### config.mk
export PLATFORM = sky130hd
export DESIGN_NAME = tqg_top
export DESIGN_NICKNAME = d
export VERILOG_FILES = /design/src/rtl/tqg_pkg.sv /design/src/rtl/tqg_prescale.sv /design/src/rtl/tqg_chan.sv /design/src/rtl/tqg_top.sv
export SDC_FILE = /design/constraint.sdc
export NUM_CORES = 1
export LEC_CHECK = 0
export BUFFER_PORTS_ARGS = -buffer_cell sky130_fd_sc_hd__clkbuf_2
export CORE_UTILIZATION = 45
export CTS_CLUSTER_SIZE = 10
export DETAILED_ROUTE_END_ITERATION = 6
export GPL_ROUTABILITY_DRIVEN = 1
export PLACE_DENSITY = 0.68
export SYNTH_ARGS = -nofsm -noshare
export SYNTH_HDL_FRONTEND = slang
export SYNTH_SLANG_ARGS = --single-unit
### constraint.sdc
create_clock -name clk -period 5.14 [get_ports clk]
set_input_delay 0.514 -clock clk [delete_from_list [all_inputs] [get_ports clk]]
set_output_delay 0.514 -clock clk [all_outputs]
set_load 0.03 [all_outputs]
### src/rtl/tqg_pkg.sv
package tqg_pkg;
  localparam int NT       = 4;
  localparam int DW       = 32;
  localparam int ADDR_W   = 9;
  localparam logic [ADDR_W-1:0] GCR_ADDR = 9'h100;
  localparam logic [DW-1:0] GCR_MASK = 32'h0700_0307;
  localparam logic [DW-1:0] ROLL_REFILL = 32'hFFFF_FFFE;
  localparam int ROLL_POS = 24;
  localparam int RATIO_LO = 8;

  typedef enum logic [1:0] {
    REG_CUR  = 2'd0,
    REG_BASE = 2'd1,
    REG_VEC  = 2'd2,
    REG_DST  = 2'd3
  } reg_sel_e;

  typedef enum logic [1:0] {
    MODE_SOLO = 2'd0,
    MODE_LO   = 2'd1,
    MODE_HI   = 2'd2
  } chan_mode_e;
endpackage

### src/rtl/tqg_prescale.sv
module tqg_prescale #(
  parameter int PSC_W = 6
) (
  input  logic       clk,
  input  logic       rst_n,
  input  logic [1:0] ratio,
  output logic       tick
);
  logic [PSC_W-1:0] pc_q;
  logic [PSC_W-1:0] lim;

  always_comb begin
    lim  = PSC_W'((32'd8 << ratio) - 32'd1);
    tick = (pc_q >= lim);
  end

  always_ff @(posedge clk or negedge rst_n) begin
    if (!rst_n) pc_q <= '0;
    else if (tick) pc_q <= '0;
    else pc_q <= pc_q + 1'b1;
  end
endmodule

### src/rtl/tqg_chan.sv
module tqg_chan
  import tqg_pkg::*;
#(
  parameter int W = 32
) (
  input  logic         clk,
  input  logic         rst_n,
  input  logic         tick,
  input  logic         run,
  input  logic         start,
  input  logic         clr,
  input  chan_mode_e   mode,
  input  logic [W-1:0] base,
  input  logic [W-1:0] peer,
  input  logic [W-1:0] refill,
  output logic [W-1:0] cnt,
  output logic         fire
);
  logic [W-1:0] cnt_q;
  logic [W-1:0] ld_val;
  logic cnt_z, cnt_le1, peer_z, peer_le1, term, step;

  always_comb begin
    ld_val   = (mode == MODE_LO) ? base : {1'b0, base[W-2:0]};
    cnt_z    = (cnt_q == '0);
    cnt_le1  = (cnt_q <= W'(1));
    peer_z   = (peer == '0);
    peer_le1 = (peer <= W'(1));
    case (mode)
      MODE_HI: term = cnt_z && peer_le1;
      MODE_LO: term = peer_z && cnt_le1;
      default: term = cnt_le1;
    endcase
    step = tick && run && !start && !clr;
    fire = step && term && (mode != MODE_LO);
  end

  always_ff @(posedge clk or negedge rst_n) begin
    if (!rst_n) cnt_q <= '0;
    else if (clr) cnt_q <= '0;
    else if (tick && run) begin
      if (start || term) cnt_q <= ld_val;
      else begin
        case (mode)
          MODE_HI: if (peer_z) cnt_q <= cnt_q - 1'b1;
          MODE_LO: cnt_q <= cnt_z ? refill : cnt_q - 1'b1;
          default: cnt_q <= cnt_q - 1'b1;
        endcase
      end
    end
  end

  assign cnt = cnt_q;
endmodule

### src/rtl/tqg_top.sv
module tqg_top
  import tqg_pkg::*;
#(
  parameter int PSC_W = 6
) (
  input  logic              clk,
  input  logic              rst_n,
  input  logic              wr_en,
  input  logic              rd_en,
  input  logic [ADDR_W-1:0] addr,
  input  logic [DW-1:0]     wdata,
  output logic [DW-1:0]     rdata,
  output logic [NT-1:0]     irq
);
  localparam int NP = NT - 1;

  logic                 tick;
  logic [DW-1:0]        gcr_q;
  logic [NT-1:0][DW-1:0] base_q, vec_q, dst_q, cnt_q;
  logic [NT-1:0]        loaded_q, clr, fire, irq_q;
  logic [NP-1:0]        pair_act;
  logic [NT-1:0]        is_lo, is_hi;
  logic                 tmr_hit, grp_hit;
  logic [1:0]           tsel;
  reg_sel_e             rsel;
  logic [DW-1:0]        rd_val;

  always_comb begin
    tsel    = addr[7:6];
    rsel    = reg_sel_e'(addr[5:4]);
    tmr_hit = !addr[8] && (addr[3:0] == 4'd0);
    grp_hit = (addr == GCR_ADDR);
  end

  tqg_prescale #(.PSC_W(PSC_W)) u_psc (
    .clk(clk), .rst_n(rst_n), .ratio(gcr_q[9:8]), .tick(tick)
  );

  always_comb begin
    pair_act[0] = gcr_q[0];
    for (int p = 1; p < NP; p++) pair_act[p] = gcr_q[p] && !pair_act[p-1];
    is_lo = {1'b0, pair_act};
    is_hi = {pair_act, 1'b0};
  end

  always_ff @(posedge clk or negedge rst_n) begin
    if (!rst_n) begin
      gcr_q  <= '0;
      base_q <= {NT{32'h8000_0000}};
      vec_q  <= '0;
      dst_q  <= '0;
    end else if (wr_en) begin
      if (grp_hit) gcr_q <= wdata & GCR_MASK;
      else if (tmr_hit) begin
        case (rsel)
          REG_BASE: base_q[tsel] <= wdata;
          REG_VEC:  vec_q[tsel]  <= wdata;
          REG_DST:  dst_q[tsel]  <= wdata;
          default:  ;
        endcase
      end
    end
  end

  always_ff @(posedge clk or negedge rst_n) begin
    if (!rst_n) loaded_q <= '0;
    else begin
      for (int i = 0; i < NT; i++) begin
        if (base_q[i][DW-1]) loaded_q[i] <= 1'b0;
        else if (tick) loaded_q[i] <= 1'b1;
      end
    end
  end

  for (genvar i = 0; i < NT; i++) begin : g_chan
    localparam int UP = (i + 1) % NT;
    localparam int DN = (i + NT - 1) % NT;
    chan_mode_e   md;
    logic         run_i, start_i;
    logic [DW-1:0] peer_i, refill_i;

    always_comb begin
      clr[i] = wr_en && tmr_hit && (tsel == 2'(i)) && (rsel == REG_CUR);
      if (is_lo[i]) begin
        md       = MODE_LO;
        run_i    = !base_q[UP][DW-1];
        start_i  = !loaded_q[UP];
        peer_i   = cnt_q[UP];
        refill_i = gcr_q[ROLL_POS + (i % NP)] ? ROLL_REFILL : base_q[i];
      end else if (is_hi[i]) begin
        md       = MODE_HI;
        run_i    = !base_q[i][DW-1];
        start_i  = !loaded_q[i];
        peer_i   = cnt_q[DN];
        refill_i = '0;
      end else begin
        md       = MODE_SOLO;
        run_i    = !base_q[i][DW-1];
        start_i  = !loaded_q[i];
        peer_i   = '0;
        refill_i = '0;
      end
    end

    tqg_chan #(.W(DW)) u_chan (
      .clk(clk), .rst_n(rst_n), .tick(tick), .run(run_i), .start(start_i),
      .clr(clr[i]), .mode(md), .base(base_q[i]), .peer(peer_i),
      .refill(refill_i), .cnt(cnt_q[i]), .fire(fire[i])
    );
  end

  always_ff @(posedge clk or negedge rst_n) begin
    if (!rst_n) irq_q <= '0;
    else irq_q <= fire;
  end

  always_comb begin
    rd_val = '0;
    if (grp_hit) rd_val = gcr_q;
    else if (tmr_hit) begin
      case (rsel)
        REG_CUR:  rd_val = cnt_q[tsel];
        REG_BASE: rd_val = base_q[tsel];
        REG_VEC:  rd_val = vec_q[tsel];
        default:  rd_val = dst_q[tsel];
      endcase
    end
  end

  always_ff @(posedge clk or negedge rst_n) begin
    if (!rst_n) rdata <= '0;
    else if (rd_en) rdata <= rd_val;
    else rdata <= '0;
  end

  assign irq = irq_q;
endmodule

# Yosys cells after proc, flatten, opt, wreduce, memory -nomap -nowiden

Cells that the tools add are included.

Register bits after elaboration: 566
Output and inout bits: 36
Logic and storage cells: 235

Add/subtract/negate cells: 6
Magnitude comparators: 11
Eq/ne operators: 23
Shifts and indexed selects: 1
Mux-type cells: 79
Bitwise operators: 1
Reductions and logical operators: 90

Operators with widths:

| operator                                               | number |
|---|---|
| 2-to-1 mux 32 bit                                      | 44 |
| bitwise mux 128 bit                                    | 3 |
| binary-select mux 32 bit (select 2 bit)                | 4 |
| <= comparator 32 x 1 -> 1 bit (second input constant)  | 8 |
| zero test 32 bit                                       | 8 |
| one-hot mux 32 bit (2 select lines)                    | 4 |
| subtractor 32 x 1 -> 32 bit (second input constant)    | 4 |
| one-hot mux 32 bit (3 select lines)                    | 1 |
| demux 32 bit (select 2 bit)                            | 1 |
| logical AND 1 bit                                      | 41 |
| zero test 1 bit                                        | 18 |
| inequality test 4 x 1 -> 1 bit (second input constant) | 4 |
| nonzero test 2 bit                                     | 8 |
| equality test 2 bit (second input constant)            | 7 |
| 2-to-1 mux 1 bit                                       | 12 |
| AND reduction 4 bit                                    | 3 |
| equality test 2 x 1 -> 1 bit (second input constant)   | 5 |
| 2-to-1 mux 2 bit                                       | 5 |
| AND reduction 2 bit                                    | 5 |
| equality test 9 bit (second input constant)            | 1 |
| one-hot mux 1 bit (2 select lines)                     | 4 |
| adder 6 x 1 -> 6 bit (second input constant)           | 1 |
| >= comparator 6 bit                                    | 1 |
| 2-to-1 mux 6 bit                                       | 1 |
| 12 further kinds                                       | 18 |

# Depth between registers and ports, before layout

Word-level depth: 12
Gate-level depth with buffers: 12

# Hierarchy

A second synthesis with hierarchy kept.

Cell total of the unflattened synthesis: 2864
Area total of the unflattened synthesis: 32527.4 um2

By module, submodules not included:

| module                           | instances | cells each | area each (um2) |
|---|---|---|---|
| tqg_top                          | 1         | 1739       | 22158.8 |
| tqg_chan at g_chan[1].u_chan ... | 2         | 278        | 2446.1 |
| tqg_chan at g_chan[0].u_chan     | 1         | 270        | 2620.0 |
| tqg_chan at g_chan[3].u_chan     | 1         | 267        | 2533.7 |
| tqg_prescale                     | 1         | 32         | 322.8 |

# Least setup slack after synthesis

Ideal clock, no wire load.

Path type: register -> register
From: reg g_chan[0].u_chan.cnt_q[27]
To: reg g_chan[0].u_chan.cnt_q[7]
Arrival time: 3.110 ns
Slack: 1.898 ns
Stages on the path, launching flop included: 11
Cells stage by stage: dfrtp_1 buf_6 or4_4 or4b_4 or4_4 o311ai_4 o21ai_2 buf_2 buf_6 o2111ai_1 nand3_1

Word-level cells in the longest chain between the ends: 7
Elaborated cells on any way between the ends: 13

RTL lines:

| element                                                           | RTL line                       | RTL |
|---|---|---|
| from (decl)                                                       | tqg_chan.sv:19                 | `logic [W-1:0] cnt_q;` |
| from (signal assigned)                                            | tqg_chan.sv:42                 | `if (start \|\| term) cnt_q <= ld_val;` |
| from (signal assigned)                                            | tqg_chan.sv:45                 | `MODE_HI: if (peer_z) cnt_q <= cnt_q - 1'b1;` |
| from (signal assigned)                                            | tqg_chan.sv:46                 | `MODE_LO: cnt_q <= cnt_z ? refill : cnt_q - 1'b1;` |
| <= comparator 32 x 1 -> 1 bit or zero test 32 bit (tied branches) | tqg_chan.sv:26, tqg_chan.sv:25 |  |
| logical AND 1 bit (on tied branches)                              | tqg_chan.sv:31, tqg_chan.sv:30 |  |
| one-hot mux 1 bit (2 select lines)                                | tqg_chan.sv:29                 | `case (mode)` |
| logical OR 1 bit                                                  | tqg_chan.sv:42                 |  |
| 2-to-1 mux 32 bit                                                 | tqg_chan.sv:42                 |  |
| 2-to-1 mux 32 bit                                                 | tqg_chan.sv:41                 | `else if (tick && run) begin` |
| 2-to-1 mux 32 bit                                                 | tqg_chan.sv:40                 | `else if (clr) cnt_q <= '0;` |

Parallel ways exist; a longest one is shown, timed or not. The select of a mux whose other input is x is not followed.
A chain may end at the register's enable or synchronous reset.

# Worst setup path after layout

From: reg g_chan[0].u_chan.cnt_q[16]
To: reg g_chan[0].u_chan.cnt_q[1]

The elaborated chain is that of the path after synthesis.

==> impl_results.md <==
* Outcome: complete, no violations
* NumNets Final at 2426
* Synth unique cells at 72
* Multiplexer fraction of the synthesized cell area at 0.278
* Overall via count from detail_route at 21099
* Number of enable-type register cells in the synthesized netlist at 0
* Crit. Startpoint: g_chan[0].u_chan.cnt[16]
* CTS buffer count at 69
* Effective utilization at floorplan at 0.457
* Post-DP HPWL at 59600 um
* Combined area of all synthesized cells at 28900 um2
* Number of levels in the clock H-tree at 3
* Final instance area at 32300 um2
* Flop-to-flop setup slack at 0.95 ns
* Post-DR wirelength/cell at 27.7 um
* Final hold viol count at 0
* Placement Setup Slack at 1.07 ns
* Register area share after synthesis at 0.489
* Hold slack at 0.318 ns
* GR Layer Usage met1 at 0.395
* Slew @ Worst Pin at 1.17 ns
* Kind of end point of the critical path: flip-flop
* Port buffer count at 80
* End point of the critical path: g_chan[0].u_chan.cnt[1]
* Root Driver: sky130_fd_sc_hd__clkbuf_16
* Largest net degree at the start of global routing at 148
* Data required time at the worst endpoint at 5.64 ns
* FMAX at 239 MHz
* Share of cells above drive strength 1 at 0.341
* Final setup fails at 0
* Clk Latency, worst-skew pair at 0.61 ns
* Die area at 65300 um2
* Crit Path Class: reg2reg
* Net Sw Frac at 0.386
* Via count of the first global-routing pass at 21495
* P&R area growth vs syn at 11.6%
* Kind of start point of the critical path: flip-flop
* Most area-hungry cell type in the Yosys netlist: sky130_fd_sc_hd__dfrtp_1
* Register share of total power at 0.378
* Die height at 256 um
* Worst vdd ir at 0.260 mV
* Initial antenna violation count at 5
* Crit path time final at 4.19 ns
* GRT busiest layer: met2
* Post-synth net total at 2407
* Internal power at 9.41 mW
* Setup slack of the critical path after layout at 0.951 ns
* Routed Antenna Nets at 0
* Register bit total from synthesis at 566
* Die span in x at 256 um
* Prevailing post-synth register cell: sky130_fd_sc_hd__dfrtp_1
* Yosys top cell area share at 0.486
* Synth Instances at 2348
* Initial DRT Pass Iterations at 5
* Total count of max-transition violations in the final report at 0
* Post-synthesis compound-gate area fraction at 0.0925
* Routed vias/inst at 6.51
* Avg Cell Area, Syn at 12.3 um2
* Power density over the cells at 475 nW/um2
* Max-cap violations at 0
* Leakage power at 14.8 nW
* Yosys Warn Count at 0
* Met2 track demand over resource at 0.435
* Share of flip-flops with an asynchronous set or reset at 1.00
* Worst r2r path cells at 8
* Residual overflow from global routing at 0
* Core Region at 63300 um2
* Combinational family with the most area after synthesis: multiplexers
* Detailed-route wire length at 89900 um
* Arithmetic-cell share of the synthesized area counting full adders, half adders and majority gates at 0.00605
* Cells taking the most area after synthesis: sky130_fd_sc_hd__dfrtp_1 49%, sky130_fd_sc_hd__mux2_2 15%, sky130_fd_sc_hd__mux4_2 12%
* Portion of the clock cycle consumed by the worst path in the final layout at 0.815
* Max Clock Skew at 0.0285 ns
* Setup TNS Final at 0 ns
* Last weighted congestion value of the routability-driven placer at 0.973
* Initial detailed-routing violation count at 2191
* Min-Delay Path Class: in2reg
* Total power consumption of the routed design at 15.3 mW
* Placed inst area at 30200 um2
* Most common cell in the synthesized netlist: sky130_fd_sc_hd__dfrtp_1
* Clock share of power at 0.296
* Setup repair after global routing missed its margin: false
* Number of buffers on the longest clock path at 3
* Capturing point of the worst reg2reg path: g_chan[0].u_chan.cnt[1]
* Global-route wire length before repair at 139000 um
* Clock tree from TritonCTS: built
* Synth Area in Simple Gates at 0.0939
* Net switching power figure at 5.93 mW
* Met3 demand-to-capacity share in global routing at 0.0532
* Number of sinks on the clock net at 566
* Worst-path clk slew at 0.06 ns
* Number of top-level design ports at 81
* Core Rows at 92
* Crit Reg-Reg Startpoint: g_chan[0].u_chan.cnt[16]
* Total global routing track utilization at 0.279
* Leading post-synthesis cells by instance count: 562 x sky130_fd_sc_hd__dfrtp_1, 392 x sky130_fd_sc_hd__mux2_2, 160 x sky130_fd_sc_hd__mux4_2
* Remaining max-slew budget at the tightest pin at 0.209
* Worst-path maximum fanout at 15
* Xor-xnor portion of the synthesized cell area at 0.00908
* Worst path arrival time at 4.69 ns
* Worst Hold Depth at 2
* Remaining design rule violation count at 0
* Portion of total power attributed to combinational logic at 0.326
cells by family after synthesis:
| group | Yosys count |
|---|---|
| AOI/OAI and AO/OA | 420 |
| xor gates and xnor gates | 30 |
| adders and majority gates | 14 |
| buffers and inverters | 219 |
| DFF | 566 |
| muxes | 556 |
| and+or+nand+nor | 543 |
cells in the final DEF (no fill, tap or decap), types with 9 or more instances in the layout:
cell type                     n
sky130_fd_sc_hd__nor4_1      36
sky130_fd_sc_hd__mux2_2     392
sky130_fd_sc_hd__o21ai_0    113
sky130_fd_sc_hd__o221ai_1    14
sky130_fd_sc_hd__o22ai_1     50
sky130_fd_sc_hd__xnor2_1      9
sky130_fd_sc_hd__clkbuf_2    77
sky130_fd_sc_hd__o2bb2ai_1   14
sky130_fd_sc_hd__or3_1       23
sky130_fd_sc_hd__nor2b_1     15
sky130_fd_sc_hd__mux4_2     160
sky130_fd_sc_hd__buf_4       56
sky130_fd_sc_hd__a31oi_1     16
sky130_fd_sc_hd__inv_1       26
sky130_fd_sc_hd__o21ai_1     18
sky130_fd_sc_hd__dfrtp_1    562
sky130_fd_sc_hd__nand2_1    119
sky130_fd_sc_hd__and3_1      31
sky130_fd_sc_hd__clkbuf_16   73
sky130_fd_sc_hd__nor2_1     115
sky130_fd_sc_hd__a21o_1      14
sky130_fd_sc_hd__clkbuf_1    10
sky130_fd_sc_hd__nor3_1      65
sky130_fd_sc_hd__a211oi_1    12
sky130_fd_sc_hd__nand2b_1    11
sky130_fd_sc_hd__or4_1       20
sky130_fd_sc_hd__a21oi_1     79
sky130_fd_sc_hd__ha_1        14
sky130_fd_sc_hd__nand3_1     54
sky130_fd_sc_hd__a22oi_1      9
sky130_fd_sc_hd__xor2_1      21
timing repair:
action,CTS,global route
buffers inserted,0,0
hold buffers,1,0
hold endpoints to repair,48,0
resized for setup,0,0
area by class of cell:
cell class | count | area [um2]
Antenna cell | 2 | 5.00
Clock buffer | 90 | 1960
Clock inverter | 7 | 86.3
Fill cell | 5462 | 31000
Inverter | 26 | 97.6
Multi-Input combinational cell | 1563 | 14000
Sequential cell | 566 | 14200
Tap cell | 846 | 1060
Timing Repair Buffer | 141 | 937
how the worst min path moves through the flow:
| stage | from | to |
|---|---|---|
| 5_1_grt | wdata[21] | vec_q[53] |
| 4_1_cts | wdata[13] | dst_q[109] |
| 6_report | wdata[7] | base_q[103] |
| 2_1_floorplan | rst_n | base_q[0] |
| 3_3_place_gp | u_psc.pc_q[0] | u_psc.pc_q[0] |
| 3_5_place_dp | u_psc.pc_q[0] | u_psc.pc_q[0] |
metrics by stage:
step | instances | utilization
finish | 3241 | 0.510
global route | 3239 | 0.510
CTS | 3239 | 0.510
detailed placement | 3141 | 0.478
global placement | 3141 | 0.478
floorplan | 2348 | -
worst max-delay path: stages (launching register included):
cell and delay, ns:
sky130_fd_sc_hd__dfrtp_1 0.47, sky130_fd_sc_hd__or4_1 0.66, sky130_fd_sc_hd__or4b_4 0.57, sky130_fd_sc_hd__or4_4 0.57, sky130_fd_sc_hd__o311ai_4 0.40, sky130_fd_sc_hd__o21a_1 0.73
sky130_fd_sc_hd__inv_1 0.33, sky130_fd_sc_hd__o2bb2ai_1 0.21, sky130_fd_sc_hd__o22ai_1 0.14
sequential cells by signal (all words and copies together), names as in the netlist, 6 cells and up:
| register | cells |
|---|---|
| u_psc.pc_q | 6 |
| g_chan.u_chan.cnt | 128 |
| dst_q | 128 |
| base_q | 128 |
| vec_q | 128 |
| gcr_q | 8 |
| rdata | 32 |
layer usage:
layer	share of wire	wire length [um]
met4	0.027	2410
met1	0.43	38800
met3	0.075	6700
met2	0.47	42000
met5	0	0
power by group through the flow:
stage	Combinational [mW]	Sequential (mW)	Clock [mW]
6_report	5.00	5.80	4.54
5_1_grt	5.33	5.87	4.80
4_1_cts	4.89	5.76	4.63
3_5_place_dp	4.86	5.83	0
3_3_place_gp	4.80	5.81	0
2_1_floorplan	3.28	5.48	0
(Power assumes the default switching activity.)
